==> config.mk <==
export PLATFORM = sky130hd
export DESIGN_NAME = nmi_cond
export DESIGN_NICKNAME = d
export VERILOG_FILES = /design/src/rtl/nmi_cond_pkg.sv /design/src/rtl/nmi_cond_sync.sv /design/src/rtl/nmi_cond_filter.sv /design/src/rtl/nmi_cond_edge.sv /design/src/rtl/nmi_cond.sv
export SDC_FILE = /design/constraint.sdc
export NUM_CORES = 1
export LEC_CHECK = 0
export ABC_AREA = 1
export BUFFER_PORTS_ARGS = -buffer_cell sky130_fd_sc_hd__buf_4
export CAP_MARGIN = 20
export CORE_MARGIN = 2
export CORE_UTILIZATION = 55
export DETAILED_ROUTE_END_ITERATION = 7
export PLACE_DENSITY = 0.8
export RECOVER_POWER = 25
export SYNTH_ARGS = -nofsm -noshare
export SYNTH_HDL_FRONTEND = slang
export SYNTH_HIERARCHICAL = 1
export SYNTH_SLANG_ARGS = --single-unit
==> constraint.sdc <==
create_clock -name clk_i -period 2.88 [get_ports clk_i]
set_input_delay 0.144 -clock clk_i [delete_from_list [all_inputs] [get_ports clk_i]]
set_output_delay 0.144 -clock clk_i [all_outputs]
set_load 0.02 [all_outputs]
==> src/rtl/nmi_cond_pkg.sv <==
package nmi_cond_pkg;
  localparam int unsigned FLT_CNT_W = 4;

  typedef enum logic [1:0] {
    DEST_CRIT      = 2'd0,
    DEST_MCHK      = 2'd1,
    DEST_MCHK_HOLD = 2'd2,
    DEST_CRIT_ALT  = 2'd3
  } dest_e;

  typedef struct packed {
    logic [FLT_CNT_W-1:0] flt_len_m1;
    dest_e                dest;
    logic                 wake_en;
    logic                 fall_en;
    logic                 rise_en;
    logic                 flt_en;
    logic                 en;
  } cfg_t;

  localparam int unsigned CFG_W = $bits(cfg_t);
endpackage

==> src/rtl/nmi_cond_sync.sv <==
module nmi_cond_sync #(
  parameter int unsigned STAGES = 2
) (
  input  logic clk_i,
  input  logic rst_ni,
  input  logic d_i,
  output logic q_o
);
  logic [STAGES-1:0] sr_q;

  always_ff @(posedge clk_i or negedge rst_ni) begin
    if (!rst_ni) sr_q <= '0;
    else         sr_q <= {sr_q[STAGES-2:0], d_i};
  end

  assign q_o = sr_q[STAGES-1];
endmodule

==> src/rtl/nmi_cond_filter.sv <==
module nmi_cond_filter #(
  parameter int unsigned CNT_W = 4
) (
  input  logic             clk_i,
  input  logic             rst_ni,
  input  logic             en_i,
  input  logic [CNT_W-1:0] len_m1_i,
  input  logic             d_i,
  output logic             q_o
);
  logic             q_q;
  logic [CNT_W-1:0] cnt_q;

  always_ff @(posedge clk_i or negedge rst_ni) begin
    if (!rst_ni) begin
      q_q   <= 1'b0;
      cnt_q <= '0;
    end else if (!en_i) begin
      q_q   <= d_i;
      cnt_q <= '0;
    end else if (d_i == q_q) begin
      cnt_q <= '0;
    end else if (cnt_q == len_m1_i) begin
      // level held for the full window
      q_q   <= d_i;
      cnt_q <= '0;
    end else begin
      cnt_q <= cnt_q + 1'b1;
    end
  end

  assign q_o = q_q;
endmodule

==> src/rtl/nmi_cond_edge.sv <==
module nmi_cond_edge (
  input  logic clk_i,
  input  logic rst_ni,
  input  logic arm_i,
  input  logic rise_en_i,
  input  logic fall_en_i,
  input  logic d_i,
  output logic evt_o
);
  logic prev_q;

  always_ff @(posedge clk_i or negedge rst_ni) begin
    if (!rst_ni) prev_q <= 1'b0;
    else         prev_q <= d_i;
  end

  assign evt_o = arm_i & ((rise_en_i & d_i & ~prev_q) |
                          (fall_en_i & ~d_i & prev_q));
endmodule

==> src/rtl/nmi_cond.sv <==
module nmi_cond
  import nmi_cond_pkg::*;
#(
  parameter int unsigned SYNC_STAGES = 2
) (
  input  logic             clk_i,
  input  logic             rst_ni,
  input  logic             pin_i,
  input  logic             clr_i,
  input  logic             cfg_we_i,
  input  logic [CFG_W-1:0] cfg_wdata_i,
  output logic             crit_req_o,
  output logic             mchk_req_o,
  output logic             wake_req_o,
  output logic             ovr_o
);
  cfg_t cfg_q;
  logic pin_s, pin_f, evt;
  logic flag_q, ovr_q, first_q;

  // configuration freezes once enabled
  always_ff @(posedge clk_i or negedge rst_ni) begin
    if (!rst_ni)                    cfg_q <= '0;
    else if (cfg_we_i && !cfg_q.en) cfg_q <= cfg_t'(cfg_wdata_i);
  end

  nmi_cond_sync #(.STAGES(SYNC_STAGES)) u_sync (
    .clk_i (clk_i),
    .rst_ni(rst_ni),
    .d_i   (pin_i),
    .q_o   (pin_s)
  );

  nmi_cond_filter #(.CNT_W(FLT_CNT_W)) u_filt (
    .clk_i   (clk_i),
    .rst_ni  (rst_ni),
    .en_i    (cfg_q.flt_en),
    .len_m1_i(cfg_q.flt_len_m1),
    .d_i     (pin_s),
    .q_o     (pin_f)
  );

  nmi_cond_edge u_edge (
    .clk_i    (clk_i),
    .rst_ni   (rst_ni),
    .arm_i    (cfg_q.en),
    .rise_en_i(cfg_q.rise_en),
    .fall_en_i(cfg_q.fall_en),
    .d_i      (pin_f),
    .evt_o    (evt)
  );

  always_ff @(posedge clk_i or negedge rst_ni) begin
    if (!rst_ni) begin
      flag_q  <= 1'b0;
      ovr_q   <= 1'b0;
      first_q <= 1'b0;
    end else begin
      flag_q  <= evt | (flag_q & ~clr_i);
      ovr_q   <= (evt & flag_q) | (ovr_q & ~clr_i);
      first_q <= evt & ~flag_q;
    end
  end

  always_comb begin
    crit_req_o = 1'b0;
    mchk_req_o = 1'b0;
    unique case (cfg_q.dest)
      DEST_MCHK:                crit_req_o = 1'b0;
      DEST_MCHK_HOLD:           crit_req_o = 1'b0;
      DEST_CRIT, DEST_CRIT_ALT: crit_req_o = flag_q;
      default:                  crit_req_o = 1'b0;
    endcase
    if (cfg_q.dest == DEST_MCHK)      mchk_req_o = first_q;
    if (cfg_q.dest == DEST_MCHK_HOLD) mchk_req_o = flag_q;
  end

  assign wake_req_o = flag_q & cfg_q.wake_en;
  assign ovr_o      = ovr_q;
endmodule

**Word-level counts from Yosys, hierarchy flattened**

Cells that the tools add are included.

- Bitwise logic cells: 17
- Mux-type cells: 9
- Equal/unequal tests: 7
- $add $sub $neg: 1
- Reductions and logical operators: 6

Operators by type and width:

| kind | count |
|---|---|
| 4-bit two-way mux | 3 |
| 1-bit AND | 10 |
| 1-bit two-way mux | 5 |
| 4-bit by 1-bit adder with 4-bit output (second input constant) | 1 |
| 2-bit == test (second input constant) | 2 |
| 4-bit == test | 1 |
| 1-bit inverter | 4 |
| 2-bit OR reduction | 2 |
| 1-bit OR | 3 |
| 2-bit by 1-bit == test with 1-bit output (second input constant) | 1 |
| 2-bit logical NOT | 1 |
| 2-bit by 1-bit != test with 1-bit output (second input constant) | 1 |
| 2-bit != test (second input constant) | 1 |
| 1-bit case mux with 2 select lines | 1 |
| 2-bit AND reduction | 1 |
| 1-bit == test | 1 |
| 1-bit logical AND | 1 |
| 1-bit logical NOT | 1 |

- Logic and storage cells: 54
- Output and inout bits: 4
- Bits of input ports: 16
- Register bits: 22

**Longest topological paths before layout**

Gate-level depths: netlist of the first run.

- Depth in word-level cells: 7
- Gate-level depth with buffers: 8
- Depth with buffers taken out: 8

**By module**

Netlist of the first run, hierarchy kept.

By module, submodules not included:

| module | area an instance (um^2) | sequential area each (um^2) | instances | cells each |
|---|---|---|---|---|
| nmi_cond | 606.8 | 350.3 | 1 | 68 |
| nmi_cond_filter | 319.1 | 125.1 | 1 | 46 |
| nmi_cond_edge | 51.3 | 25.0 | 1 | 7 |
| nmi_cond_sync | 50.0 | 50.0 | 1 | 2 |

**Worst setup path after synthesis of the first run**

No wires, ideal clock.

- Path kind: register -> output
- Start point: register cfg_q[5] (netlist name)
- End point: output port mchk_req_o
- Data arrival time: 1075 ps
- Slack: 1661 ps
- Stages on the path, launching flop included: 4
- Buffers on the path: 0
- Required time: 2736 ps
- Cells stage by stage: dfrtp_1 inv_1 ha_1 o21ai_0

- Longest elaborated chain between the ends: 3

RTL lines:

| element | line | text |
|---|---|---|
| from (decl) | nmi_cond.sv:17 | `cfg_t cfg_q;` |
| from (signal assigned) | nmi_cond.sv:24 | `else if (cfg_we_i && !cfg_q.en) cfg_q <= cfg_t'(cfg_wdata_i);` |
| 2-bit by 1-bit == test with 1-bit output | nmi_cond.sv:74 | `if (cfg_q.dest == DEST_MCHK) mchk_req_o = first_q;` |
| 1-bit two-way mux | nmi_cond.sv:74 |  |
| 1-bit two-way mux * | nmi_cond.sv:75 | `if (cfg_q.dest == DEST_MCHK_HOLD) mchk_req_o = flag_q;` |
| to (decl) | nmi_cond.sv:13 | `output logic mchk_req_o,` |

Every way passes the cells marked *; elsewhere a longest branch is shown, timed or not.

**Final worst setup path of the first run**

Ends and elaborated chain as after synthesis.

==> results of run 1 <==
## layout make-up
| type | instances | area, µm² | area share (%) |
|---|---|---|---|
| Tap cell | 25 | 31.28 | 2.546 |
| Inverter | 17 | 63.81 | 5.193 |
| Timing Repair Buffer | 21 | 158.9 | 12.93 |
| Clock buffer | 4 | 36.28 | 2.953 |
| Sequential cell | 22 | 550.5 | 44.81 |
| Multi-Input combinational cell | 82 | 387.9 | 31.57 |
## kinds of logic (layout without fill, tap and decap cells)
group                      count (synthesis)  count (layout)  share of synthesized area, %
and+or+nand+nor                           73              73                         30.45
DFF                                       22              22                         53.59
buffers and inverters                     19              42                         8.647
AOI/OAI and AO/OA                          4               4                         1.948
adders and majority gates                  3               3                         3.654
xor gates and xnor gates                   2               2                         1.706
## flip-flops by register name, summed over array words and instances, names as in the netlist
register	count
u_edge/prev_q	1
u_filt/q_o	1
first_q	1
cfg_q	11
flag_q	1
ovr_o	1
u_filt/cnt_q	4
u_sync/sr_q	2
## synthesized netlist by cell type
master | number | share of area (%)
buf_6 | 1 | 1.1
inv_2 | 2 | 0.73
nand2_4 | 1 | 1.1
nand3_1 | 13 | 6.3
nand2_1 | 47 | 17
inv_1 | 15 | 5.5
ha_1 | 3 | 3.7
dfrtp_1 | 22 | 54
nor2_1 | 6 | 2.2
a21oi_1 | 1 | 0.49
clkbuf_8 | 1 | 1.3
o21ai_0 | 3 | 1.5
nand4_1 | 1 | 0.61
nand2_2 | 3 | 1.8
nor2_2 | 2 | 1.2
xor2_1 | 2 | 1.7
## placed cells by master, fill, tap and decap left out
master	n
inv_1	15
clkbuf_4	3
nor2_2	2
nand3_1	13
dlygate4sd3_1	2
o21ai_0	3
clkbuf_1	1
ha_1	3
dfrtp_1	22
xor2_1	2
nor2_1	6
nand2_4	1
nand4_1	1
clkbuf_8	1
nand2_1	47
a21oi_1	1
nand2_2	3
inv_2	2
buf_4	18
## metrics by stage
stage / utilization [%] / hold slack, ps / power (mW) / setup slack (ps) / cells
detailed placement: 67.38 / 43.18 / 0.3674 / 1800 / 165
floorplan: - / -151.6 / 0.3392 / 1661 / 123
finish: 70.39 / 29.47 / 0.5270 / 1469 / 171
global placement: 67.38 / 41.87 / 0.3656 / 1844 / 165
global route: 70.39 / 26.26 / 0.5457 / 1323 / 171
CTS: 70.61 / 19.08 / 0.5318 / 1450 / 171
## timing repair
action | 4_1_cts | 5_1_grt
setup buffers | 0 | 0
endpoints found under the hold margin | 23 | 0
hold buffers | 2 | 0
## worst register-to-register path, cell delays in order, from the launching register on
cell and delay, ps:
dfrtp_1 450, xor2_1 340, nand3_1 120, nor2_1 110
## layer usage
| metal | vias up | track usage (%) | share of wire (%) |
|---|---|---|---|
| met1 | 371 | 22.08 | 46 |
| li1 | 421 | - | - |
| met2 | 17 | 35.07 | 50 |
| met3 | 2 | 2.308 | 3.7 |
| met5 | - | 0 | 0 |
| met4 | 0 | 8.333 | 0.69 |
## worst max-delay path by stage
stage                      end  depth (start not counted)
floorplan           mchk_req_o                          3
global placement    crit_req_o                          5
detailed placement  crit_req_o                          5
CTS                 crit_req_o                          5
global route        mchk_req_o                          4
finish              mchk_req_o                          4
## power groups by stage
| stage | Sequential [mW] | Clock, mW | Combinational, mW |
|---|---|---|---|
| after floorplan | 0.326 | 0 | 0.0130 |
| after global placement | 0.326 | 0 | 0.0400 |
| after detailed placement | 0.326 | 0 | 0.0414 |
| after CTS | 0.320 | 0.168 | 0.0437 |
| after global routing | 0.321 | 0.177 | 0.0476 |
| final | 0.320 | 0.165 | 0.0423 |
==> impl_metrics.env, run 1 <==
export IMPL_min_from="cfg_wdata_i[0]"
export IMPL_start_util_pct=58.85
export IMPL_clock_sinks=22
export IMPL_status="finished, final reports clean"
export IMPL_hold_end="cfg_q[0]"
export IMPL_cp_arrival_ps=1270
export IMPL_synthCells=123
export IMPL_n_fill_cell=167
export IMPL_route_detailed_drc=0
export IMPL_cts_resized=0
export IMPL_tritoncts="built"
export IMPL_power_internal_mw=0.4127
export IMPL_worstHoldPathCells=3
export IMPL_r2r_start="u_filt/q_o"
export IMPL_critPathBufInv=2
export IMPL_r2r_end="u_filt/cnt_q[3]"
export IMPL_first_pass_iters=4
export IMPL_port_buffers=19
export IMPL_worst_pin_slew_ps=1134
export IMPL_die_w_um=47.22
export IMPL_root_buffer="clkbuf_4"
export IMPL_ys_ff_latch=22
export IMPL_nNetsFinal=166
export IMPL_r2r_worst_path_cells=3
export IMPL_drtIter0Drc=13
export IMPL_ir_worst_vdd_mv=0.3356
export IMPL_clkPwrFrac_pct=31.2
export IMPL_grt_ovfl_total=0
export IMPL_timing_final_crit_share_pct=48.99
export IMPL_drt_wl_total_um=1747
export IMPL_layout_drive_gt1_share_pct=20.55
export IMPL_hold_viol=0
export IMPL_via_per_inst=4.743
export IMPL_critPathLaunchType="flop"
export IMPL_core_um2=1745
export IMPL_crit_type="reg2out"
export IMPL_dpl_cell_area_um2=1176
export IMPL_synth_area_um2=1027
export IMPL_syn_nets=142
export IMPL_die_area_um2=2229
export IMPL_crit_slowest_cell="dfrtp_1"
export IMPL_r2r_setup_slack_ps=1800
export IMPL_hold_class="in2reg"
export IMPL_numCtsBuffers=3
export IMPL_comb_power_share_pct=8.0
export IMPL_yosysSeqAreaShare_pct=53.59
export IMPL_num_antenna_cells=0
export IMPL_route_detailed_wl_per_inst_um=10.22
export IMPL_grt_first_pass_wirelength_um=2980
export IMPL_cts_buffer_depth=2
export IMPL_slew_headroom_pct=24.37
export IMPL_cpLargestDelayFamily="flip-flops"
export IMPL_synth_area_per_cell_um2=8.352
export IMPL_maxSlewViolCount=0
export IMPL_drt_antenna_violating_nets=0
export IMPL_switching_share_pct=21.69
export IMPL_path_max_fanout=3
export IMPL_grt_setup_unrepaired="no"
export IMPL_p_leak_nw=0.6825
export IMPL_clk_pin_slew_ps=120
export IMPL_power_density_nw_per_um2=428.9
export IMPL_timing_fmax_ghz=0.7088
export IMPL_grt_usage_pct=19.07
export IMPL_vias=811
export IMPL_fin_setup_tns_ps=0
export IMPL_grt_antenna_before_repair=0
export IMPL_pwr_share_seq_pct=60.7
export IMPL_critPathCaptureType="primary output"
export IMPL_ys_warn_count=6
export IMPL_globalplace_congestion=0.7564
export IMPL_startpoint="cfg_q[5]"
export IMPL_area_growth_pct=19.61
export IMPL_hpwlAfterDp_um=1259
export IMPL_rows=15
export IMPL_grt_max_degree=23
export IMPL_cap_violations=0
export IMPL_final_setup_viol_count=0
export IMPL_power_switching_mw=0.1143
export IMPL_cp_cell_sequence="inv_1 > ha_1 > o21ai_0 > buf_4"
export IMPL_skew_ps=2.679
export IMPL_fin_area_um2=1229
export IMPL_finalCriticalPeriod_ps=1411
export IMPL_required_ps=2740
export IMPL_clk_latency_ps=300
export IMPL_grt_pass1_vias=729
export IMPL_die_y_um=47.22
export IMPL_io_pins=20
export IMPL_slowest_delay_ps=390
export IMPL_ys_types=16
export IMPL_htree_levels=1
No activity file was read; power rests on OpenSTA's default activity.
==> run 2: changes to the inputs <==
Settings changed: CORE_UTILIZATION 55 to 52, PLACE_DENSITY 0.8 to 0.76.
Clock period 2.88 ns to 1.4 ns, I/O delays scaled along.
==> impl_metrics.env, run 2 (synthesized netlist as in run 1, its figures left out) <==
export IMPL_status="finished, final reports clean"
export IMPL_cts_buffer_depth=2
export IMPL_p_leak_nw=0.7391
export IMPL_cp_arrival_ps=1300
export IMPL_finalCriticalPeriod_ps=1367
export IMPL_fin_util_pct=71.18
export IMPL_timing_final_crit_share_pct=97.63
export IMPL_htree_levels=1
export IMPL_drt_antenna_violating_nets=0
export IMPL_root_buffer="clkbuf_4"
export IMPL_mostFrequentLayoutCell="nand2_1"
export IMPL_route_detailed_wl_per_inst_um=10.83
export IMPL_largest_register="cfg_q"
export IMPL_grt_pass1_vias=828
export IMPL_drt_wl_total_um=2003
export IMPL_largest_reg_flops=11
export IMPL_clk_pin_slew_ps=120
export IMPL_hpwlAfterDp_um=1248
export IMPL_tritoncts="built"
export IMPL_r2r_setup_slack_ps=320
export IMPL_critPathLaunchType="flop"
export IMPL_maxSlewViolCount=0
export IMPL_rows=16
export IMPL_hold_class="in2reg"
export IMPL_first_pass_iters=4
export IMPL_grt_first_pass_wirelength_um=3470
export IMPL_drtIter0Drc=21
export IMPL_power_density_nw_per_um2=822.1
export IMPL_num_antenna_cells=0
export IMPL_layout_common_cells="nand2_1 (47), dfrtp_1 (22), buf_4 (19), inv_1 (15)"
export IMPL_grt_usage_pct=18.82
export IMPL_grt_antenna_before_repair=0
export IMPL_finalPower_mw=1.113
export IMPL_timing_fmax_ghz=0.7316
export IMPL_crit_slowest_cell="dfrtp_1"
export IMPL_die_y_um=48.45
export IMPL_r2r_worst_path_cells=4
export IMPL_port_buffers=19
export IMPL_required_ps=1330
export IMPL_globalplace_congestion=0.8010
export IMPL_critPathCaptureType="primary output"
export IMPL_top_regs="cfg_q x11, u_filt/cnt_q x4, u_sync/sr_q x2"
export IMPL_clock_sinks=22
export IMPL_nNetsFinal=178
export IMPL_numCtsBuffers=3
export IMPL_area_growth_pct=31.79
export IMPL_clk_latency_ps=300
export IMPL_slowest_delay_ps=420
export IMPL_core_um2=1902
export IMPL_dpl_cell_area_um2=1179
export IMPL_hold_viol=0
export IMPL_io_pins=20
export IMPL_slew_headroom_pct=65.01
export IMPL_final_setup_viol_count=0
export IMPL_layout_drive_gt1_share_pct=20.89
export IMPL_via_per_inst=4.778
export IMPL_cap_violations=0
export IMPL_dpl_cell_count=167
export IMPL_ir_worst_vdd_mv=0.7415
export IMPL_die_area_um2=2347
export IMPL_path_max_fanout=3
export IMPL_worst_pin_slew_ps=524.8
export IMPL_cp_cell_sequence="inv_1 > ha_1 > nand2_1 > o21ai_2 > buf_4"
export IMPL_final_cells=185
export IMPL_start_util_pct=54.01
export IMPL_die_w_um=48.45
export IMPL_crit_type="reg2out"
export IMPL_route_detailed_drc=0
export IMPL_fin_area_um2=1354
export IMPL_grt_setup_unrepaired="yes"
export IMPL_grt_max_degree=23
export IMPL_grt_ovfl_total=0
export IMPL_skew_ps=8.257
export IMPL_vias=884
export IMPL_worstHoldPathCells=3
[run 2: cell types whose count changed in the layout (fill, tap and decap cells not counted)]
cell           previous run  this run
dlygate4sd3_1             2        13
buf_4                    18        19
clkbuf_1                  1         0
o21ai_2                   0         1
o21ai_0                   3         2
clkbuf_2                  0         1
[run 2: per-layer routing]
layer	GRT usage (%)	up-vias	share of wire [%]
met1	23.09	419	42
met4	7.143	0	0.60
li1	-	443	-
met2	33.56	20	54
met3	2.778	2	3.0
met5	0	-	0
[run 2: timing repair]
item	CTS	global route
pin swaps	0	1
resized for setup	1	1
setup endpoints to repair	1	2
buffers inserted	0	1
hold endpoints to repair	34	1
hold buffers	12	1
[run 2: area by class of cell]
| type | instances | area (µm²) |
|---|---|---|
| clock buffers | 4 | 36.28 |
| fillers | 150 | 548.0 |
| inverters | 17 | 63.81 |
| multi-input cells | 82 | 391.6 |
| flip-flops and latches | 22 | 550.5 |
| well taps | 27 | 33.78 |
| repair buffers | 33 | 277.8 |
[run 2: report_power, final]
part           switching (mW)  internal [mW]
logic                  0.0499         0.0634
registers              0.0108          0.647
clock network           0.183          0.158
total                   0.244          0.869
[run 2: stage by stage]
stage / TNS (ps) / setup slack [ps] / hold slack [ps]
after global routing: -32.27 / -19.70 / 14.77
after detailed placement: 0 / 351.6 / -28.73
after CTS: 0 / 41.78 / 0.7186
after global placement: 0 / 361.2 / -31.76
final: 0 / 33.12 / 25.65
after floorplan: 0 / 254.6 / -225.6
[run 2: critical path, delay by kind of cell, from the launching register on]
family	cells	cell delay, ps
fa+ha+maj	1	190
compound gates	1	80
simple gates	1	90
flops	1	420
buf+inv	2	220
[run 2: final timing paths]
check                                   to             from
max                             mchk_req_o         cfg_q[5]
max in group asynchronous  u_filt/cnt_q[1]           rst_ni
min in group asynchronous         cfg_q[4]           rst_ni
min                               cfg_q[9]   cfg_wdata_i[9]
max reg2reg                u_filt/cnt_q[2]  u_filt/cnt_q[0]
min reg2reg                 u_sync/sr_q[1]   u_sync/sr_q[0]
